[src/rtl/agu_modbrev.sv]
module agu_modbrev #(
  parameter int AW      = 32,
  parameter int REV_W   = 16,
  parameter int LEN_W   = 17,
  parameter int STEP_W  = 7,
  parameter int SH_W    = 2,
  parameter bit REG_OUT = 1'b1
) (
  input  logic          clk,
  input  logic          rst_n,
  input  logic [2:0]    mode,
  input  logic          half,
  input  logic [AW-1:0] ptr,
  input  logic [AW-1:0] imm,
  input  logic [SH_W-1:0] shamt,
  input  logic          psel,
  input  logic [AW-1:0] mod0,
  input  logic [AW-1:0] start0,
  input  logic [AW-1:0] mod1,
  input  logic [AW-1:0] start1,
  output logic [AW-1:0] ea,
  output logic [AW-1:0] next_ptr,
  output logic          ptr_we
);

  localparam int STEP_HI = LEN_W + STEP_W - 1;

  logic [AW-1:0] md, st;
  assign md = psel ? mod1 : mod0;
  assign st = psel ? start1 : start0;

  logic [AW-1:0] brev;
  assign brev[AW-1:REV_W] = ptr[AW-1:REV_W];
  for (genvar i = 0; i < REV_W; i++) begin : g_rev
    assign brev[i] = ptr[REV_W-1-i];
  end

  logic [AW-1:0] len, rstep, cstep, off, sum, wsum;
  logic          wrap;
  assign len   = AW'(md[LEN_W-1:0]);
  assign rstep = AW'(md[STEP_HI:LEN_W]) << half;
  assign cstep = mode[0] ? rstep : imm;
  assign off   = ptr - st;
  assign sum   = off + cstep;
  assign wrap  = (len != '0) && (sum >= len);
  assign wsum  = wrap ? sum - len : sum;

  logic [AW-1:0] ea_c, np_c;
  logic          we_c;
  always_comb begin
    ea_c = ptr;
    np_c = ptr;
    we_c = 1'b1;
    case (mode)
      3'd0: begin ea_c = ptr + imm; we_c = 1'b0; end
      3'd1: begin ea_c = (ptr << shamt) + imm; we_c = 1'b0; end
      3'd2: begin ea_c = imm; np_c = imm; end
      3'd3: np_c = ptr + md;
      3'd4: begin ea_c = brev; np_c = ptr + md; end
      3'd5: np_c = ptr + imm;
      default: np_c = st + wsum;
    endcase
  end

  if (REG_OUT) begin : g_reg
    always_ff @(posedge clk or negedge rst_n) begin
      if (!rst_n) begin
        ea <= '0; next_ptr <= '0; ptr_we <= 1'b0;
      end else begin
        ea <= ea_c; next_ptr <= np_c; ptr_we <= we_c;
      end
    end
    AST_RESET_CLEAR: assert property (@(posedge clk) !rst_n |=> (ea == '0 && next_ptr == '0 && !ptr_we));
  end else begin : g_comb
    assign ea = ea_c;
    assign next_ptr = np_c;
    assign ptr_we = we_c;
  end

  AST_NOWRITE_ADDR: assert property (@(posedge clk) disable iff (!rst_n)
    (mode == 3'd0 || mode == 3'd1) |-> !we_c);
  AST_ABS_SAME: assert property (@(posedge clk) disable iff (!rst_n)
    (mode == 3'd2) |-> (np_c == ea_c && ea_c == imm));
  AST_POSTINC_EA: assert property (@(posedge clk) disable iff (!rst_n)
    (mode == 3'd3 || mode >= 3'd5) |-> (ea_c == ptr && we_c));
  AST_BREV_UPPER: assert property (@(posedge clk) disable iff (!rst_n)
    (mode == 3'd4) |-> (ea_c[AW-1:REV_W] == ptr[AW-1:REV_W] && ea_c[0] == ptr[REV_W-1]));
  AST_CIRC_INSIDE: assert property (@(posedge clk) disable iff (!rst_n)
    (mode >= 3'd6 && len != '0 && (ptr - st) < len && cstep < len) |-> ((np_c - st) < len));
  AST_ZERO_LEN: assert property (@(posedge clk) disable iff (!rst_n)
    (mode >= 3'd6 && len == '0) |-> (np_c == ptr + cstep));

endmodule

[config.mk]
export PLATFORM = sky130hd
export DESIGN_NAME = agu_modbrev
export DESIGN_NICKNAME = d
export VERILOG_FILES = /design/src/rtl/agu_modbrev.sv
export SDC_FILE = /design/constraint.sdc
export NUM_CORES = 1
export LEC_CHECK = 0
export ABC_AREA = 1
export ABC_CLOCK_PERIOD_IN_PS = 800
export CAP_MARGIN = 5
export CORE_UTILIZATION = 35
export DETAILED_ROUTE_END_ITERATION = 8
export HOLD_SLACK_MARGIN = 0.02
export SYNTH_ARGS = -nofsm -noshare
export SYNTH_HDL_FRONTEND = slang
export SYNTH_SLANG_ARGS = --single-unit
[constraint.sdc]
create_clock -name clk -period 0.8 [get_ports clk]
set_input_delay 0.16 -clock clk [delete_from_list [all_inputs] [get_ports clk]]
set_output_delay 0.16 -clock clk [all_outputs]
set_load 0.01 [all_outputs]
==> flow_summary.ini, run 1 <==
[yosys]
synth_cell_types = 61
ys_top_cells_by_count = nand2_1 (809), inv_1 (463), o21ai_0 (239)
synth-warning-count = 0
synth_cells = 2973
yosysTopAreaCell = nand2_1
netlist_top_cells_area = nand2_1 (17%), ha_1 (12%), inv_1 (9.9%)
register_area_share_after_synthesis_pct = 9.237
synth_edf_count = 0
postSynth.topFlopCell = dfrtp_1
post_synth_instance_area_mm2 = 0.01761
postSynth.asyncResetShare_pct = 100.0
synth_largest_type_area_fraction_pct = 17.24
synthesis.area_per_instance_um2 = 5.923
syn_nets = 3385
yosysMostFrequentCell = nand2_1
synth.ff_latch_count = 65

[detailed_routing]
drt_first_iter_violations = 2527
total_wirelength_um = 109200
vias_per_cell = 5.440
drt_drc_violations_left = 0
post_drt_wl_per_cell_um = 21.76
detailedRoute.firstPassIterationCount = 6
drt.antenna.violating_nets = 0
route.vias.total = 27290

[worst_setup_path]
crit_path_max_incr_delay_ps = 300
critical-path-slowest-cell = o21ai_4
worstPathMaxFanout = 6
end_kind = flop
worst_path_most_repeated_cell = buf_4
crit_required_ps = 1040
arrival_ps = 6220
path_class = primary input to flop
crit_path_launch_type = primary input

[die]
std_cell_rows = 81
die_h_um = 226.3
fp.dieArea_mm2 = 0.05121
floorplan.initialDensity_pct = 35.75
io_pins = 266
fp.coreArea_mm2 = 0.04925
floorplan.die.width_um = 226.3

[grt]
grt_start_max_net_pins = 38
first_pass_grt_wire_length_um = 152400
number_of_antenna_violations_at_the_first_check_in_global_routing = 0
via_count_of_the_first_global_routing_pass = 26080
grtUsageTotal_pct = 40.26
grt-ovfl-total = 0

[timing]
max_clock_freq_mhz = 167.1
tightest_slew_ps = 758.8
setup_ws_ps = -5183
timing.final.max_slew_violations = 0
rsz0062_at_grt = yes
max_slew_margin_pct = 48.88
hold_viol_final = 0
setup_viol = 129
post-route-period-util_pct = 747.9
layout_min_cycle_time_ps = 5983

[layout]
nets = 4758
layout_overhead_on_the_synthesized_area_pct = 92.70
layout-drive-gt1-share_pct = 47.51

[pwr]
power.density_cell_area_mw_per_mm2 = 2913
power.leakage_nw = 17.24
power.total_w = 0.09885
vdd_ir_drop_max_v = 0.002993

[clock_tree]
cts_made_buffers = 9
ctsRootBufferMaster = clkbuf_16
clock_tree_from_tritoncts = yes
path_clk_slew_ps = 80
cts-root-to-sink-buffers = 2
cts_num_sinks = 65
cts_max_level = 3

[placement]
worst_setup_timing_slack_at_the_placement_stage_ps = -6345
gpl.final_weighted_congestion = 1.067
detailed_place_hpwl_um = 86600
io_buffers = 265

[job]
max_cap_violations = 0

[status]
outcome = finished, violations left
failed_checks = negative setup slack

[worst_hold_path]
hold_path_class = primary input to flop
-- area by class of cell --
class	count	area, um^2
multi-input cells	2370	17670
fillers	4225	15320
repair buffers	1414	11600
inverters	486	1887
flip-flops and latches	65	1632
well taps	664	830.8
clock buffers	11	232.7
clock inverters	5	80.08
diodes	1	2.502
-- critical path: cells and delay by family --
kind	cells	cell delay, ps
AND/OR/NAND/NOR	8	760
buffers and inverters	35	4310
adder cells (fa/ha/maj)	1	270
XOR/XNOR	1	160
AO/OA/AOI/OAI	3	500
-- what timing repair did --
| action | in CTS | in global routing |
|---|---|---|
| buffers inserted | 158 | 79 |
| gates cloned | 4 | 2 |
| gates resized for setup | 736 | 561 |
| endpoints found under the setup margin | 130 | 130 |
| hold buffers | 1 | 0 |
| hold endpoints to repair | 65 | 0 |
| pin swaps | 244 | 260 |
-- cell usage in the layout, fill, tap and decap left out, drive strengths merged, types with 65 or more instances in the layout --
cell type         n
nand2           825
clkbuf           75
dfrtp            65
nor2            228
ha              175
buf            1185
inv             482
o21ai           244
nand3           156
a21oi           222
nand4            72
clkdlybuf4s50   124
-- power breakdown --
group / internal [W] / leakage, nW / switching [W] / total (W)
logic: 0.0426 / 16.3 / 0.0467 / 0.0893
clock network: 0.00273 / 0.146 / 0.00192 / 0.00464
registers: 0.00430 / 0.762 / 0.000598 / 0.00490
-- worst paths after layout --
kind | endpoint | slack (ps) | cells past startpoint | startpoint
setup / recovery | next_ptr[29]$_DFF_PN0_ | -5180 | 48 | psel
hold / removal | next_ptr[4]$_DFF_PN0_ | 280 | 4 | ptr[4]
max in group asynchronous | ptr_we$_DFF_PN0_ | 200 | 3 | rst_n
min in group asynchronous | ea[26]$_DFF_PN0_ | 310 | 3 | rst_n
-- registers in the layout, indices dropped and copies added, names as in the netlist --
| signal | flops |
|---|---|
| ea | 32 |
| next_ptr | 32 |
| ptr_we | 1 |
-- routing by layer --
| metal | up-vias | global-route usage (%) | part of all wire [%] |
|---|---|---|---|
| li1 | 12680 | - | - |
| met1 | 12730 | 52.42 | 41 |
| met2 | 1474 | 62.36 | 42 |
| met3 | 403 | 6.013 | 8.6 |
| met4 | 0 | 24.98 | 7.8 |
| met5 | - | 0 | 0 |
-- logic make-up after synthesis --
kind of cell / count (synthesis) / share of synthesized area [%]
AOI/OAI and AO/OA: 649 / 21.44
DFF: 65 / 9.237
adders and majority gates: 211 / 16.53
xor gates and xnor gates: 77 / 3.830
buffers and inverters: 540 / 11.68
muxes: 70 / 4.299
and+or+nand+nor: 1361 / 32.99
-- through the flow --
| step | utilization, % | instance area (um^2) | cells | hold WS [ps] | setup TNS, ps |
|---|---|---|---|---|---|
| floorplan | - | 18510 | 2973 | -135.6 | -186380 |
| global placement | 58.26 | 28700 | 4787 | 181.2 | -277510 |
| detailed placement | 58.26 | 28700 | 4787 | 181.0 | -281950 |
| CTS | 65.16 | 32090 | 4957 | 243.2 | -233530 |
| global route | 68.89 | 33930 | 5015 | 274.6 | -231210 |
| finish | 68.89 | 33930 | 5016 | 275.5 | -223040 |
Power figures use the tool's default switching activity.
==> run 2, diff against run 1 <==
--- a/config.mk
+++ b/config.mk
@@ -6,7 +6,7 @@
 export NUM_CORES = 1
 export LEC_CHECK = 0
 export ABC_AREA = 1
-export ABC_CLOCK_PERIOD_IN_PS = 800
+export ABC_CLOCK_PERIOD_IN_PS = 6400
 export CAP_MARGIN = 5
 export CORE_UTILIZATION = 35
 export DETAILED_ROUTE_END_ITERATION = 8
==> constraint.sdc (replaced) <==
create_clock -name clk -period 6.4 [get_ports clk]
set_input_delay 1.28 -clock clk [delete_from_list [all_inputs] [get_ports clk]]
set_output_delay 1.28 -clock clk [all_outputs]
set_load 0.01 [all_outputs]
==> run 2 against run 1 <==
Effect of this change: the run still ends with negative setup slack left; cell count shrank 10%; hold slack gained 860 ps; combinational power shrank 89%; flip-flop and latch count is the same; via count shrank 9.7%; core utilization shrank 11 points; routed wire length shrank 7.5%; critical path depth is the same.
==> flow_summary.ini, run 2 (same netlist as run 1, synthesis figures left out) <==
[status]
outcome = finished, violations left
failed_checks = negative setup slack

[worst_setup_path]
startpoint = psel
path_class = primary input to flop
critical-path-slowest-cell = o21ai_4
crit_path_end = next_ptr[31]$_DFF_PN0_
crit_path_max_incr_delay_ps = 340
worst_path_most_repeated_cell = buf_4
crit_required_ps = 6660
worstPathMaxFanout = 6
arrival_ps = 7410
end_kind = flop
crit_path_launch_type = primary input

[detailed_routing]
total_wirelength_um = 101000
drt.antenna.violating_nets = 0
post_drt_wl_per_cell_um = 22.40
detailedRoute.firstPassIterationCount = 8
vias_per_cell = 5.467
route.vias.total = 24650
drt_drc_violations_left = 0
drt_first_iter_violations = 2376

[layout]
insertedDiodeCount = 0
most_frequent_cells_in_the_layout = nand2_1 (713), buf_4 (592), inv_1 (413)
final_cell_area_mm2 = 0.02852
top_regs = ea (32), next_ptr (32), ptr_we (1)
nets = 4251
layout_commonest_cell = nand2_1
finish.cell_count_without_fillers = 4508
layout_overhead_on_the_synthesized_area_pct = 61.97
layout-drive-gt1-share_pct = 30.25

[grt]
first_pass_grt_wire_length_um = 142300
grt_start_max_net_pins = 66
grt-ovfl-total = 0
number_of_antenna_violations_at_the_first_check_in_global_routing = 1
via_count_of_the_first_global_routing_pass = 23150
grtUsageTotal_pct = 38.00

[clock_tree]
cts_num_sinks = 65
path_clk_slew_ps = 60
ctsRootBufferMaster = clkbuf_16
cts.hold.buffers_added = 0
clock_tree_from_tritoncts = yes
cts_max_level = 3
cts_made_buffers = 9
cts-root-to-sink-buffers = 2

[die]
fp.dieArea_mm2 = 0.05121
floorplan.die.width_um = 226.3
floorplan.initialDensity_pct = 35.75
fp.coreArea_mm2 = 0.04925
std_cell_rows = 81
die_h_um = 226.3
io_pins = 266

[pwr]
vdd_ir_drop_max_v = 0.0003573
power.density_cell_area_mw_per_mm2 = 393.0
power.total_w = 0.01121
power.leakage_nw = 14.18

[worst_hold_path]
hold_path_class = primary input to async pin

[timing]
setup_viol = 30
layout_min_cycle_time_ps = 7149
max_clock_freq_mhz = 139.9
tightest_slew_ps = 983.6
setup_ws_ps = -748.7
rsz0062_at_grt = yes
timing.final.max_slew_violations = 0
hold_viol_final = 0
max_slew_margin_pct = 34.36
post-route-period-util_pct = 111.7

[placement]
detailed_place_hpwl_um = 83460
io_buffers = 265
gpl.final_weighted_congestion = 1.032
place_area_mm2 = 0.02537
number_of_cells_after_detailed_placement = 4383

[job]
max_cap_violations = 0
==> run 2: cell types whose count changed in the layout (fill, tap and decap cells not counted), moves of 28 or more <==
cell / delta
buf_4: -442
clkdlybuf4s50_1: +103
o21ai_0: +95
buf_6: -75
nand2_1: +68
clkbuf_2: -60
a21oi_1: +50
o21ai_2: -49
a21oi_2: -47
nand2_2: -41
o21ai_1: -32
inv_1: +28
==> run 2: timing repair <==
| item | in CTS | in global routing |
|---|---|---|
| buffers inserted | 58 | 46 |
| gates cloned | 5 | 3 |
| pin swaps | 99 | 150 |
| resized for setup | 283 | 246 |
| setup endpoints to repair | 31 | 31 |
==> run 2: critical path: cells and delay by family <==
kind	cells	cell delay, ps
AO/OA/AOI/OAI	2	540
adder cells (fa/ha/maj)	1	290
AND/OR/NAND/NOR	11	1110
buffers and inverters	34	4160
==> run 2: worst min path at each step <==
stage,startpoint,cells after the start,to
6_report,rst_n,2,ea[24]$_DFF_PN0_
4_1_cts,rst_n,2,next_ptr[26]$_DFF_PN0_
5_1_grt,rst_n,2,next_ptr[26]$_DFF_PN0_
2_1_floorplan,rst_n,0,ea[0]$_DFF_PN0_
3_5_place_dp,rst_n,2,ea[25]$_DFF_PN0_
3_3_place_gp,rst_n,2,ea[24]$_DFF_PN0_
==> run 2: through the flow <==
stage          util, %  setup slack [ps]  hold WS, ps  TNS [ps]
6_report         57.91            -748.7         1134    -16670
3_5_place_dp     51.51             -1970         1556    -50900
3_3_place_gp     51.51             -1870         1539    -48110
4_1_cts          54.94            -557.2         1156    -11120
2_1_floorplan        -            -456.3        984.4     -3942
5_1_grt          57.91            -909.9         1217    -21260
==> run 2: final cells by class <==
class	instances	area (um^2)
timing repair inverter	1	8.758
inverter	486	1847
clock inverter	5	78.83
timing repair buffer	905	7711
tap	664	830.8
clock buffer	11	242.7
multi-input combinational	2371	16180
sequential	65	1627
fill	4791	20730
==> run 2: power breakdown <==
group / leakage, nW / internal [W] / switching, W
Sequential: 0.766 / 0.000534 / 0.0000566
Clock: 0.159 / 0.000351 / 0.000232
Combinational: 13.3 / 0.00470 / 0.00533
==> run 2: per-layer routing <==
layer  up-vias  share of wire (%)  track usage (%)  wire, um
met5         -                  0                0         0
met3       232                8.4            6.116      8504
met1     11480                 43            51.88     43780
met2      1278                 43            58.47     43570
li1      11660                  -                -         -
met4         0                5.1            17.02      5115
